--- config.mk ---
export PLATFORM = sky130hd
export DESIGN_NAME = pipe_pwr_seq
export DESIGN_NICKNAME = d
export VERILOG_FILES = /design/src/rtl/pipe_pwr_pkg.sv /design/src/rtl/pps_delay.sv /design/src/rtl/pps_detect.sv /design/src/rtl/pps_txgate.sv /design/src/rtl/pipe_pwr_seq.sv
export SDC_FILE = /design/constraint.sdc
export NUM_CORES = 1
export LEC_CHECK = 0
export CAP_MARGIN = 30
export CORE_AREA = 3 3 40 42
export CTS_BUF_LIST = sky130_fd_sc_hd__clkbuf_4 sky130_fd_sc_hd__clkbuf_8
export CTS_CLUSTER_SIZE = 8
export DETAILED_ROUTE_END_ITERATION = 6
export DIE_AREA = 0 0 43 45
export DONT_BUFFER_PORTS = 1
export PLACE_DENSITY = 0.73
export SLEW_MARGIN = 15
export SYNTH_ARGS = -nofsm -noshare
export SYNTH_HDL_FRONTEND = slang
export SYNTH_SLANG_ARGS = --single-unit
--- constraint.sdc ---
create_clock -name clk -period 1.6 [get_ports clk]
set_input_delay 0.08 -clock clk [delete_from_list [all_inputs] [get_ports clk]]
set_output_delay 0.08 -clock clk [all_outputs]
set_load 0.02 [all_outputs]
--- src/rtl/pipe_pwr_pkg.sv ---
package pipe_pwr_pkg;

   typedef enum logic [1:0] {
      PS_P0 = 2'b00,
      PS_P1 = 2'b01,
      PS_P2 = 2'b10,
      PS_P3 = 2'b11
   } pstate_e;

   typedef enum logic [1:0] {
      OP_IDLE = 2'b00,
      OP_PWR  = 2'b01,
      OP_DET  = 2'b10
   } op_e;

   localparam int RXS_W = 3;
   localparam logic [RXS_W-1:0] RXS_OK  = 3'b000;
   localparam logic [RXS_W-1:0] RXS_DET = 3'b011;

endpackage

--- src/rtl/pps_delay.sv ---
module pps_delay #(
   parameter int CNT_W = 4
) (
   input  logic             clk,
   input  logic             rst_n,
   input  logic             load,
   input  logic [CNT_W-1:0] ld_val,
   output logic             expire,
   output logic             busy
);

   logic [CNT_W-1:0] cnt;
   logic             active;

   always_ff @(posedge clk or negedge rst_n) begin
      if (!rst_n) begin
         active <= 1'b0;
         cnt    <= '0;
      end else if (load) begin
         active <= 1'b1;
         cnt    <= ld_val;
      end else if (active) begin
         if (cnt == '0) active <= 1'b0;
         else           cnt    <= cnt - 1'b1;
      end
   end

   assign expire = active && (cnt == '0);
   assign busy   = active;

   // the sequencer must never restart a countdown that is still running
   a_r5_load_only_idle: assert property (@(posedge clk) disable iff (!rst_n)
      load |-> !active);

endmodule

--- src/rtl/pps_detect.sv ---
module pps_detect (
   input  logic clk,
   input  logic rst_n,
   input  logic det_req,
   input  logic start,
   input  logic active,
   input  logic det_done,
   input  logic det_present,
   output logic armed,
   output logic det_start,
   output logic finish,
   output logic found
);

   always_ff @(posedge clk or negedge rst_n) begin
      if (!rst_n)        armed <= 1'b1;
      else if (start)    armed <= 1'b0;
      else if (!det_req) armed <= 1'b1;
   end

   assign det_start = active;
   assign finish    = active && det_done;
   assign found     = det_present;

   // a detect may only begin after the request line was seen low
   a_r7_start_needs_arm: assert property (@(posedge clk) disable iff (!rst_n)
      start |-> armed);

endmodule

--- src/rtl/pps_txgate.sv ---
module pps_txgate
   import pipe_pwr_pkg::*;
#(
   parameter bit LOWPWR_FORCE_IDLE = 1'b1
) (
   input  logic    clk,
   input  logic    rst_n,
   input  pstate_e state,
   input  logic    idle_in,
   output logic    idle_out
);

   generate
      if (LOWPWR_FORCE_IDLE) begin : g_force_all
         assign idle_out = idle_in || (state != PS_P0);
         // every non-active state keeps the transmitter idle
         a_r9_idle_outside_p0: assert property (@(posedge clk) disable iff (!rst_n)
            (state != PS_P0) |-> idle_out);
      end else begin : g_force_deep
         assign idle_out = idle_in || (state == PS_P2) || (state == PS_P3);
         a_r9_idle_deep_states: assert property (@(posedge clk) disable iff (!rst_n)
            ((state == PS_P2) || (state == PS_P3)) |-> idle_out);
      end
   endgenerate

endmodule

--- src/rtl/pipe_pwr_seq.sv ---
module pipe_pwr_seq
   import pipe_pwr_pkg::*;
#(
   parameter int TRANS_DLY         = 4,
   parameter int P3_DLY            = 12,
   parameter int RST_STATE         = 2,
   parameter bit LOWPWR_FORCE_IDLE = 1'b1
) (
   input  logic       clk,
   input  logic       rst_n,
   input  logic [1:0] pwr_req,
   input  logic       det_lpbk,
   input  logic       tx_idle_in,
   input  logic       det_done,
   input  logic       det_present,
   output logic [1:0] pwr_state,
   output logic       phy_status,
   output logic [2:0] rx_status,
   output logic       det_start,
   output logic       loopback,
   output logic       tx_elec_idle
);

   localparam int MAX_DLY = (P3_DLY > TRANS_DLY) ? P3_DLY : TRANS_DLY;
   localparam int CNT_W   = $clog2(MAX_DLY + 1);
   localparam logic [CNT_W-1:0] TD_M1 = CNT_W'(TRANS_DLY - 1);
   localparam logic [CNT_W-1:0] PD_M1 = CNT_W'(P3_DLY - 1);
   localparam pstate_e RST_PS = pstate_e'(RST_STATE[1:0]);

   if (TRANS_DLY < 1) begin : g_bad_trans
      $error("TRANS_DLY must be at least 1");
   end
   if (P3_DLY < 1) begin : g_bad_p3
      $error("P3_DLY must be at least 1");
   end
   if (RST_STATE < 0 || RST_STATE > 3) begin : g_bad_rst
      $error("RST_STATE must encode a power state 0..3");
   end

   pstate_e          cur, tgt, req;
   op_e              op;
   logic             stat_q;
   logic [RXS_W-1:0] rxs_q;
   logic             idle, pwr_go, det_go, deep;
   logic             expire, dly_busy;
   logic [CNT_W-1:0] ld_val;
   logic             armed, det_finish, det_found, det_active;

   assign req    = pstate_e'(pwr_req);
   assign idle   = (op == OP_IDLE) && !stat_q;
   assign deep   = (cur == PS_P2) || (cur == PS_P3);
   assign pwr_go = idle && (req != cur);
   assign det_go = idle && !pwr_go && det_lpbk && armed && deep;
   assign ld_val = ((cur == PS_P3) || (req == PS_P3)) ? PD_M1 : TD_M1;
   assign det_active = (op == OP_DET);

   pps_delay #(.CNT_W(CNT_W)) u_delay (
      .clk    (clk),
      .rst_n  (rst_n),
      .load   (pwr_go),
      .ld_val (ld_val),
      .expire (expire),
      .busy   (dly_busy)
   );

   pps_detect u_detect (
      .clk         (clk),
      .rst_n       (rst_n),
      .det_req     (det_lpbk),
      .start       (det_go),
      .active      (det_active),
      .det_done    (det_done),
      .det_present (det_present),
      .armed       (armed),
      .det_start   (det_start),
      .finish      (det_finish),
      .found       (det_found)
   );

   pps_txgate #(.LOWPWR_FORCE_IDLE(LOWPWR_FORCE_IDLE)) u_txgate (
      .clk      (clk),
      .rst_n    (rst_n),
      .state    (cur),
      .idle_in  (tx_idle_in),
      .idle_out (tx_elec_idle)
   );

   always_ff @(posedge clk or negedge rst_n) begin
      if (!rst_n) begin
         cur    <= RST_PS;
         tgt    <= RST_PS;
         op     <= OP_IDLE;
         stat_q <= 1'b0;
         rxs_q  <= RXS_OK;
      end else begin
         stat_q <= 1'b0;
         rxs_q  <= RXS_OK;
         case (op)
            OP_IDLE: begin
               if (pwr_go) begin
                  op  <= OP_PWR;
                  tgt <= req;
               end else if (det_go) begin
                  op  <= OP_DET;
               end
            end
            OP_PWR: begin
               if (expire) begin
                  cur    <= tgt;
                  stat_q <= 1'b1;
                  op     <= OP_IDLE;
               end
            end
            OP_DET: begin
               if (det_finish) begin
                  stat_q <= 1'b1;
                  rxs_q  <= det_found ? RXS_DET : RXS_OK;
                  op     <= OP_IDLE;
               end
            end
            default: op <= OP_IDLE;
         endcase
      end
   end

   assign pwr_state  = cur;
   assign phy_status = stat_q;
   assign rx_status  = rxs_q;
   assign loopback   = (cur == PS_P0) && det_lpbk;

   // completion pulse never lasts two cycles
   a_r4_status_single: assert property (@(posedge clk) disable iff (!rst_n)
      phy_status |=> !phy_status);
   // the state moves only together with the completion pulse
   a_r4_state_with_status: assert property (@(posedge clk) disable iff (!rst_n)
      !$stable(pwr_state) |-> phy_status);
   // a nonzero receive status is only shown during a pulse
   a_r10_rxstat_with_status: assert property (@(posedge clk) disable iff (!rst_n)
      (rx_status != RXS_OK) |-> phy_status);
   // the analog detect runs only in the deep low-power states
   a_r6_detect_deep_only: assert property (@(posedge clk) disable iff (!rst_n)
      det_start |-> (pwr_state == PS_P2 || pwr_state == PS_P3));
   // loopback only in the active state
   a_r8_loopback_p0: assert property (@(posedge clk) disable iff (!rst_n)
      loopback |-> (pwr_state == PS_P0));
   // counter runs only while a power transition is outstanding
   a_r5_counter_with_op: assert property (@(posedge clk) disable iff (!rst_n)
      dly_busy |-> (op == OP_PWR));

endmodule

==> summary.md, run 1 <==
| Metric | Value |
|---|---|
| Antenna diode count | `0` |
| Final worst setup slack | `0.0538 ns` |
| Port Buffers | `0` |
| Status | `completed` |
| First-pass DRT Iterations | `4` |
| Post-synthesis register bit count | `14` |
| GP Congestion | `0.811` |
| Antenna Nets Post-Route | `0` |
| Critical Path Start Type | `flip-flop` |
| Share of cells above drive strength 1 | `29.1%` |
| Clock power frac | `16.7%` |
| Max Cap Violations | `0` |
| Combinational share of power | `44.3%` |
| Worst Tran Pin Value | `0.620 ns` |
| Internal Power | `986 µW` |
| Synth area leaders | `dfrtp_1, dfstp_2, ha_1` |
| Vias | `538` |
| Initial core utilization | `59.3%` |
| Initial antenna violation count | `0` |
| Crit. End Element | `flip-flop` |
| Synth warn | `0` |
| Clock Tree Buf Depth | `2` |
| Die area | `0.00194 mm²` |
| Pre-CTS setup slack | `0.0352 ns` |
| Slew Limit Fails | `0` |
| H-tree depth | `1` |
| CTS tree | `built` |
| Slowest-stage cell, CP | `dfstp_2` |
| Sequential area share after synthesis | `46.5%` |
| Switch share | `38.7%` |
| Avg WL per Cell | `15.5 µm` |
| Worst IR Drop VDD | `0.946 mV` |
| Largest net degree at the start of global routing | `15` |
| CTS Root Cell | `clkbuf_4` |
| Layout area overhead | `17.4%` |
| Critical path required time | `1.79 ns` |
| Worst-Skew Late Latency | `0.29 ns` |
| Post-synthesis cell type count | `32` |
| CP max FO | `10` |
| Flop pwr share | `39.0%` |
| Final setup vio count | `0` |
| Vias in the first global route | `566` |
| Min-Delay Path Class | `input port to flip-flop` |
| Die height | `45 µm` |
| Worst rel slew slack | `58.6%` |
| CP peak stage delay | `0.67 ns` |
| Syn Area/Cell | `11.2 µm²` |
| Post-CTS Setup Bufs | `0` |
| Rows | `13` |
| Synthesized netlist cell count | `68` |
| Switching pwr | `622 µW` |
| Synth top area share | `36.1%` |
| DR iter-0 viols | `17` |
| Arrival time at the worst endpoint | `1.73 ns` |
| Remaining DRCs | `0` |
| CP Class | `flip-flop to flip-flop` |
| DP Area | `788 µm²` |
| # fillers | `91` |
| NumNets Final | `92` |
| First-pass GRT wire length | `2330 µm` |
| P_leak | `0.404 nW` |
| Die width | `43 µm` |
| Final wirelength | `1450 µm` |
| Minimum clock period | `1.55 ns` |
| Number of buffers created by CTS | `3` |
| Global route overflow | `0` |
| Final Hold Viols | `0` |
| Syn_nets | `80` |
| Clock slew at reported path FFs | `0.09 ns` |
| Netlist Area Pre-Place | `762 µm²` |
| Post-route cell area | `895 µm²` |
| FF-to-FF setup slack | `0.05 ns` |
| Clock Skew | `0.00217 ns` |
| Crit path cell chain | `xor2_1 -> o21ai_4 -> mux2_4` |
| DR vias/cell | `5.72` |
| Cell taking the most area after synthesis | `dfrtp_1` |
| Boundary Pins | `17` |
| DP Wirelength | `999 µm` |
| GRT Total Usage | `17.0%` |
| Fmax | `647 MHz` |
| Sink Count | `14` |
| CORE AREA | `0.00128 mm²` |
| Crit share post-route | `96.6%` |
| PwrDens | `1800 mW/mm²` |
## metal layers
metal	vias to the layer above	GRT usage, %	share of wire [%]
li1	250	-	-
met1	260	19.0	41
met2	23	27.8	49
met3	5	3.59	7.5
met4	0	14.5	3.0
met5	-	0	0
## repair_timing
| item | in CTS | in global routing |
|---|---|---|
| gates resized for setup | 0 | 4 |
| hold endpoints to repair | 20 | 0 |
| setup endpoints to repair | 0 | 2 |
| hold buffers | 6 | 0 |
## synthesized netlist by cell type
library cell / instances
nand2_1: 7
mux2_2: 2
nand4_1: 1
o211ai_1: 1
o221ai_1: 1
a21boi_0: 1
dfrtp_1: 11
nand3_1: 2
a221oi_1: 1
nand2b_1: 1
or3_2: 1
nor4b_2: 1
nor2b_1: 1
nand4bb_1: 1
o21ai_4: 1
or2_1: 1
inv_1: 6
xnor2_1: 2
a21oi_1: 5
and2_1: 1
xor2_2: 1
and3_1: 1
xor2_1: 2
and2b_1: 1
conb_1: 1
buf_4: 2
nor3b_1: 1
dfstp_2: 3
ha_1: 4
or3b_4: 1
nor3_1: 1
mux2_4: 2
## final cells by class
class | instances | area (µm²) | area share [%]
Tap cell | 15 | 18.8 | 2.10
Inverter | 6 | 22.5 | 2.52
Sequential cell | 14 | 354 | 39.6
Clock buffer | 4 | 36.3 | 4.06
Timing Repair Buffer | 9 | 82.6 | 9.23
Multi-Input combinational cell | 46 | 380 | 42.5
## kinds of logic after synthesis
kind of cell | synth area share (%)
AND/OR/NAND/NOR | 18.2
XOR/XNOR | 6.73
AO/OA/AOI/OAI | 9.69
multiplexers | 6.90
buffers and inverters | 4.93
flip-flops | 46.5
adder cells (fa/ha/maj) | 6.57
other | 0.492
## power groups by stage
stage,registers [mW],logic (mW),clock network [mW]
after floorplan,0.625,0.531,0
final,0.627,0.712,0.269
after global routing,0.645,0.786,0.291
after global placement,0.628,0.649,0
after detailed placement,0.628,0.682,0
after CTS,0.622,0.704,0.271
## cells in the final DEF (no fill, tap or decap), types with 2 or more instances in the layout
cell type	count
a21oi_1	5
buf_4	3
clkbuf_4	3
dfrtp_1	11
dfstp_2	3
dlygate4sd3_1	6
ha_1	3
inv_1	5
mux2_2	2
mux2_4	2
nand2_1	6
xnor2_1	2
xor2_1	2
## final timing paths
| check | from | end | cells after the start |
|---|---|---|---|
| worst max register to register | pwr_state[1] | tgt[0] | 3 |
| max in group asynchronous | rst_n | u_delay.busy | 1 |
| worst max-delay path | pwr_state[1] | tgt[0] | 3 |
| worst min register to register | u_detect.armed | u_detect.armed | 2 |
| min in group asynchronous | rst_n | pwr_state[0] | 1 |
| worst min-delay path | pwr_req[1] | u_delay.cnt[3] | 2 |
## registers in the layout (all words and copies together) (netlist names)
register,flops
pwr_state,2
rx_status,1
u_delay.cnt,4
tgt,2
op,2
phy_status,1
u_delay.busy,1
u_detect.armed,1
## metrics by stage
| step | cells | TNS [ns] | util [%] | hold slack [ns] | power (mW) |
|---|---|---|---|---|---|
| finish | 94 | 0 | 69.6 | 0.0125 | 1.61 |
| global route | 94 | -0.0258 | 69.6 | 0.0122 | 1.72 |
| CTS | 94 | 0 | 68.8 | 0.00446 | 1.60 |
| detailed placement | 84 | 0 | 61.3 | -0.215 | 1.31 |
| global placement | 84 | 0 | 61.3 | -0.215 | 1.28 |
| floorplan | 68 | 0 | - | -0.216 | 1.16 |
## critical path: cells and delay by family, from the launching register on
family	cells	cell delay [ns]
mux	1	0.33
flops	1	0.67
compound gates	1	0.29
xor+xnor	1	0.14
Power figures use the tool's default switching activity.
==> run 2, diff against run 1 <==
--- a/config.mk
+++ b/config.mk
@@ -5,14 +5,16 @@
 export SDC_FILE = /design/constraint.sdc
 export NUM_CORES = 1
 export LEC_CHECK = 0
+export ABC_AREA = 1
 export CAP_MARGIN = 30
-export CORE_AREA = 3 3 40 42
+export CORE_AREA = 2 2 39 41
 export CTS_BUF_LIST = sky130_fd_sc_hd__clkbuf_4 sky130_fd_sc_hd__clkbuf_8
 export CTS_CLUSTER_SIZE = 8
 export DETAILED_ROUTE_END_ITERATION = 6
-export DIE_AREA = 0 0 43 45
+export DIE_AREA = 0 0 41 43
 export DONT_BUFFER_PORTS = 1
-export PLACE_DENSITY = 0.73
+export PLACE_DENSITY = 0.77
+export REMOVE_ABC_BUFFERS = 1
 export SLEW_MARGIN = 15
 export SYNTH_ARGS = -nofsm -noshare
 export SYNTH_HDL_FRONTEND = slang
==> summary.md, run 2 <==
| Metric | Value |
|---|---|
| Worst rel slew slack | `57.4% (-1.2 points)` |
| NumNets Final | `123 (+34%)` |
| Sink Count | `14 (unchanged)` |
| Remaining DRCs | `0 (unchanged)` |
| Vias | `630 (+17%)` |
| CORE AREA | `0.00138 mm² (+7.7%)` |
| Clock slew at reported path FFs | `0.08 ns (about the same)` |
| Initial core utilization | `58.5% (-0.80 points)` |
| Pre-CTS setup slack | `0.151 ns (+0.116 ns)` |
| CTS resizes | `0 (unchanged)` |
| Max Cap Violations | `0 (unchanged)` |
| Synthesized netlist cell count | `103 (+51%)` |
| CTS tree | `built` |
| Share of cells above drive strength 1 | `17.3% (-12 points)` |
| Number of buffers created by CTS | `3 (unchanged)` |
| Flop pwr share | `40.6% (+1.6 points)` |
| First-pass GRT wire length | `2430 µm (+4.4%)` |
| Commonest cells after routing, fill and taps aside | `nand2_1, inv_1, dfrtp_1, nor2_1, nand3_1` |
| Clock Tree Buf Depth | `2 (unchanged)` |
| Switching pwr | `717 µW (+15%)` |
| RSZ-0062 raised after global routing | `no` |
| Clock power frac | `14.6% (-2.1 points)` |
| Post-synth EDFFs | `0 (unchanged)` |
| GP Congestion | `0.769 (-5.2%)` |
| Antenna diode count | `0 (unchanged)` |
| Min-Delay Path Class | `input port to flip-flop` |
| Avg WL per Cell | `11.1 µm (-28%)` |
| Most frequent cell after synthesis | `nand2_1` |
| DR vias/cell | `5.00 (-13%)` |
| Critical Path Start Type | `flip-flop` |
| TNS Setup | `0 ns (unchanged)` |
| Clock Skew | `0.00782 ns (+0.00565 ns)` |
| Async SR Flop Fraction | `100% (unchanged)` |
| Syn Area/Cell | `7.86 µm² (-30%)` |
| Synth area leaders | `dfrtp_1, nand2_1, dfstp_2` |
| Internal Power | `884 µW (-10%)` |
| GRT Total Usage | `20.8% (+3.8 points)` |
| Minimum clock period | `1.46 ns (-0.0909 ns)` |
| # fillers | `120 (+32%)` |
| Crit. End Element | `flip-flop` |
| P_leak | `0.453 nW (+12%)` |
| Synth top area share | `34.0% (-2.1 points)` |
| Final Hold Viols | `0 (unchanged)` |
| Layout area overhead | `10.0%` |
| H-tree depth | `1 (unchanged)` |
| DR iter-0 viols | `13 (-4)` |
| Rows | `14 (+1)` |
| Cell taking the most area after synthesis | `dfrtp_1` |
| Worst-Skew Late Latency | `0.28 ns (about the same)` |
| Critical path required time | `1.78 ns (about the same)` |
| Final worst setup slack | `0.145 ns (+0.0909 ns)` |
| Worst Tran Pin Value | `0.638 ns (+0.0180 ns)` |
| Reg with most FFs | `u_delay.cnt` |
| Crit share post-route | `91.0% (-5.7 points)` |
| Vias in the first global route | `624 (+10%)` |
| Global route overflow | `0 (unchanged)` |
| Initial antenna violation count | `0 (unchanged)` |
| Netlist Area Pre-Place | `810 µm² (+6.2%)` |
| Most common cell after layout, fill and taps aside | `nand2_1` |
| Commonest cells in the netlist | `nand2_1, inv_1, dfrtp_1` |
| Switch share | `44.8% (+6.1 points)` |
| PwrDens | `1800 mW/mm² (about the same)` |
| Arrival time at the worst endpoint | `1.63 ns (-0.10 ns)` |
| Die area | `0.00176 mm² (-8.9%)` |
| First-pass DRT Iterations | `4 (unchanged)` |
| Antenna Nets Post-Route | `0 (unchanged)` |
| CP max FO | `11 (+1)` |
| Port Buffers | `0 (unchanged)` |
| Final setup vio count | `0 (unchanged)` |
| CP Class | `flip-flop to flip-flop` |
| Sequential area share after synthesis | `43.7% (-2.7 points)` |
| Worst IR Drop VDD | `1.07 mV (+13%)` |
| Post-synthesis cell type count | `23 (-28%)` |
| Final wirelength | `1400 µm (-3.8%)` |
| Status | `completed` |
| Largest net degree at the start of global routing | `15 (unchanged)` |
| Slew Limit Fails | `0 (unchanged)` |
| Die height | `43 µm (-4.4%)` |
| Fmax | `687 MHz (+6.2%)` |
| CTS Root Cell | `clkbuf_4` |
| Combinational share of power | `44.8% (+0.5 points)` |
| Boundary Pins | `17 (unchanged)` |
| DP Wirelength | `1060 µm (+5.6%)` |
| Die width | `41 µm (-4.7%)` |
| Synth warn | `0 (unchanged)` |
| Largest register FFs | `4 (unchanged)` |
| Top_reg_cell synth | `dfrtp_1` |
| Post-synthesis register bit count | `14 (unchanged)` |
## run 2: cell count changes after synthesis, sizes merged, moves of 2 or more
cell | previous run | this run
o21ai | 1 | 5
inv | 6 | 18
mux2 | 4 | 0
xnor2 | 2 | 0
nor2 | 0 | 11
xor2 | 3 | 1
o22ai | 0 | 2
nand2 | 7 | 28
nand3 | 2 | 8
## run 2: metal layers
metal  vias up  track usage (%)  wire, µm
li1        333                -         -
met1       274             27.4       655
met2        21             30.6       642
met3         2             4.71        90
met5         -                0         0
met4         0             10.7         9
## run 2: kinds of logic after synthesis
kind of cell             synth area share [%]
adder cells (fa/ha/maj)                  6.18
AO/OA/AOI/OAI                            8.50
other                                   0.463
flip-flops                               43.7
XOR/XNOR                                 1.08
buffers and inverters                    11.6
AND/OR/NAND/NOR                          28.4
## run 2: power groups by stage
stage          clock network (mW)  logic, mW  registers (mW)
2_1_floorplan                   0      0.587           0.632
4_1_cts                     0.239      0.723           0.654
5_1_grt                     0.256      0.844           0.667
3_3_place_gp                    0      0.686           0.652
6_report                    0.234      0.717           0.650
3_5_place_dp                    0      0.703           0.660
## run 2: worst paths after layout
check                      cells after the start  slack [ns]        endpoint            from
setup / recovery                               8        0.14           op[1]    pwr_state[1]
hold / removal                                 3        0.03  u_detect.armed        det_lpbk
min in group asynchronous                      1        0.25      phy_status           rst_n
setup reg to reg                               8        0.14           op[1]    pwr_state[1]
max in group asynchronous                      1        0.93           op[1]           rst_n
hold reg to reg                                2        0.49  u_delay.cnt[0]  u_delay.cnt[0]
## run 2: cell type report
type	instances	area (µm²)	area share, %
multi-input cells	68	362	40.6
inverters	18	67.6	7.58
repair buffers	6	57.6	6.46
flip-flops and latches	14	354	39.7
clock buffers	4	30.0	3.37
well taps	16	20.0	2.25
## run 2: repair_timing
item                                   4_1_cts  5_1_grt
setup buffers                                0        0
endpoints found under the hold margin       18        0
hold buffers                                 5        0
## run 2: through the flow
| step | utilization [%] | hold slack [ns] | cells | area [µm²] | total power, mW |
|---|---|---|---|---|---|
| after CTS | 64.4 | 0.0346 | 126 | 891 | 1.62 |
| after detailed placement | 58.6 | -0.215 | 117 | 811 | 1.36 |
| after global routing | 64.4 | 0.0445 | 126 | 891 | 1.77 |
| after floorplan | - | -0.216 | 100 | 783 | 1.22 |
| after global placement | 58.6 | -0.215 | 117 | 811 | 1.34 |
| final | 64.4 | 0.0338 | 126 | 891 | 1.60 |
## run 2: worst max-delay path: stages (launching register included)
cell	delay, ns
dfstp_2	0.63
inv_2	0.08
nand2_1	0.07
nand2_1	0.06
nand2_2	0.06
nand2_2	0.14
nand2_1	0.10
nand2_1	0.06
and2_1	0.15
==> run 3, diff against run 2 <==
--- a/config.mk
+++ b/config.mk
@@ -5,7 +5,6 @@
 export SDC_FILE = /design/constraint.sdc
 export NUM_CORES = 1
 export LEC_CHECK = 0
-export ABC_AREA = 1
 export CAP_MARGIN = 30
 export CORE_AREA = 2 2 39 41
 export CTS_BUF_LIST = sky130_fd_sc_hd__clkbuf_4 sky130_fd_sc_hd__clkbuf_8
@@ -13,7 +12,7 @@
 export DETAILED_ROUTE_END_ITERATION = 6
 export DIE_AREA = 0 0 41 43
 export DONT_BUFFER_PORTS = 1
-export PLACE_DENSITY = 0.77
+export PLACE_DENSITY = 0.73
 export REMOVE_ABC_BUFFERS = 1
 export SLEW_MARGIN = 15
 export SYNTH_ARGS = -nofsm -noshare
==> summary.md, run 3 (synthesis results as in run 1) <==
| Metric | Value |
|---|---|
| P_leak | `0.419 nW (-7.6%)` |
| PwrDens | `1780 mW/mm² (-0.72%)` |
| First-pass DRT Iterations | `4 (unchanged)` |
| CTS tree | `built` |
| Port Buffers | `0 (unchanged)` |
| Layout area overhead | `20.7%` |
| Final setup vio count | `0 (unchanged)` |
| Remaining DRCs | `0 (unchanged)` |
| Fmax | `659 MHz (-4.1%)` |
| DP Area | `797 µm² (-1.7%)` |
| H-tree depth | `1 (unchanged)` |
| NumNets Final | `94 (-24%)` |
| Antenna diode count | `0 (unchanged)` |
| Die height | `43 µm (unchanged)` |
| Rows | `14 (unchanged)` |
| First-pass GRT wire length | `2290 µm (-5.7%)` |
| Delay-heaviest family, CP | `simple AND/OR/NAND/NOR gates` |
| Die area | `0.00176 mm² (unchanged)` |
| Dpl cells | `86 (-26%)` |
| Number of buffers created by CTS | `3 (unchanged)` |
| Failing checks | `negative hold slack` |
| GRT Total Usage | `19.2% (-1.6 points)` |
| Arrival time at the worst endpoint | `1.44 ns (-0.19 ns)` |
| Clock Skew | `0.000814 ns (-0.00701 ns)` |
| Final wirelength | `1380 µm (-1.2%)` |
| Worst rel slew slack | `60.2% (+2.8 points)` |
| DR iter-0 viols | `10 (-3)` |
| CTS Root Cell | `clkbuf_4` |
| Worst IR Drop VDD | `1.09 mV (+2.5%)` |
| Reg with most FFs | `u_delay.cnt` |
| Vias | `537 (-15%)` |
| Clock slew at reported path FFs | `0.09 ns (about the same)` |
| Crit. End Element | `output port` |
| Worst Tran Pin Value | `0.596 ns (-0.0419 ns)` |
| Commonest cells after routing, fill and taps aside | `dfrtp_1, nand2_1, inv_1, dlygate4sd3_1` |
| FF-to-FF setup slack | `0.09 ns (-0.05 ns)` |
| Crit path cell chain | `buf_4 -> or3_2` |
| Boundary Pins | `17 (unchanged)` |
| Fin Hold WS | `-0.0138 ns (-0.0476 ns)` |
| CORE AREA | `0.00138 mm² (unchanged)` |
| Die width | `41 µm (unchanged)` |
| Share of cells above drive strength 1 | `28.4% (+11 points)` |
| Final Hold Viols | `1 (+1)` |
| Worst-Skew Late Latency | `0.29 ns (about the same)` |
| Post-route cell area | `920 µm² (+3.2%)` |
| Most common cell after layout, fill and taps aside | `dfrtp_1` |
| Minimum clock period | `1.52 ns (+0.0621 ns)` |
| Avg WL per Cell | `14.2 µm (+28%)` |
| CP max FO | `5 (-6)` |
| Vias in the first global route | `558 (-11%)` |
| Largest net degree at the start of global routing | `15 (unchanged)` |
| Min-Delay Path Class | `input port to flip-flop` |
| CP peak stage delay | `0.56 ns (-0.07 ns)` |
| DP Wirelength | `933 µm (-12%)` |
| Critical Path Start Type | `flip-flop` |
| GP Congestion | `0.689 (-10%)` |
| Status | `complete, but fails checks` |
| DR vias/cell | `5.54 (+11%)` |
| Final non-filler cell total | `97 (-23%)` |
| Slowest-stage cell, CP | `or3_2` |
| Sink Count | `14 (unchanged)` |
| Clock Tree Buf Depth | `2 (unchanged)` |
| Crit share post-route | `94.8% (+3.9 points)` |
| Global route overflow | `0 (unchanged)` |
| Critical path buffers and inverters | `1 (unchanged)` |
| Critical path required time | `1.52 ns (-0.26 ns)` |
| Antenna Nets Post-Route | `0 (unchanged)` |
| Largest register FFs | `4 (unchanged)` |
| Initial core utilization | `55.1% (-3.4 points)` |
| Initial antenna violation count | `0 (unchanged)` |
| Max Cap Violations | `0 (unchanged)` |
| RSZ-0062 raised after global routing | `yes` |
| # fillers | `106 (-12%)` |
| Slew Limit Fails | `0 (unchanged)` |
| CP Class | `flip-flop to output port` |
## run 3: what timing repair did
item,in CTS,in global routing
endpoints found under the hold margin,19,0
hold buffers,6,0
setup buffers,0,1
endpoints found under the setup margin,0,2
resized for setup,0,3
## run 3: routing by layer
layer | share of wire, % | vias up | global-route usage [%] | wire (µm)
met3 | 3.4 | 5 | 5.24 | 47
met1 | 39 | 266 | 24.2 | 540
met2 | 55 | 10 | 29.7 | 763
met4 | 2.1 | 0 | 8.00 | 29
met5 | 0 | - | 0 | 0
li1 | - | 256 | - | -
## run 3: power by group
part / leakage [nW] / switching, mW / internal (mW)
sequential: 0.165 / 0.102 / 0.500
clock: 0.0210 / 0.123 / 0.139
combinational: 0.233 / 0.400 / 0.376
total: 0.419 / 0.625 / 1.02
## run 3: area by class of cell
| cell class | instances | area, µm² | area share [%] |
|---|---|---|---|
| multi-input combinational | 46 | 389 | 42.3 |
| sequential | 14 | 354 | 38.5 |
| clock buffer | 4 | 36.3 | 3.95 |
| timing repair buffer | 11 | 97.6 | 10.6 |
| inverter | 6 | 22.5 | 2.45 |
| tap | 16 | 20.0 | 2.18 |
## run 3: stage by stage
step | setup TNS [ns] | setup slack (ns) | power (mW) | hold WS, ns | util, %
after floorplan | 0 | 0.178 | 1.15 | -0.216 | -
after global placement | 0 | 0.110 | 1.29 | -0.215 | 57.6
after detailed placement | 0 | 0.0888 | 1.31 | -0.215 | 57.6
after CTS | 0 | 0.0674 | 1.59 | 0.0120 | 64.6
after global routing | -0.00711 | -0.00509 | 1.76 | 0.0298 | 66.5
final | 0 | 0.0827 | 1.64 | -0.0138 | 66.5
## run 3: path summary, 6_finish.rpt
kind                           startpoint              to  depth (start not counted)
setup / recovery             pwr_state[0]    tx_elec_idle                          2
hold / removal                 pwr_req[0]  u_delay.cnt[3]                          2
setup reg to reg           u_delay.cnt[0]  u_delay.cnt[0]                          6
hold reg to reg            u_detect.armed  u_detect.armed                          2
max in group asynchronous           rst_n  u_delay.cnt[2]                          1
min in group asynchronous           rst_n    pwr_state[0]                          1
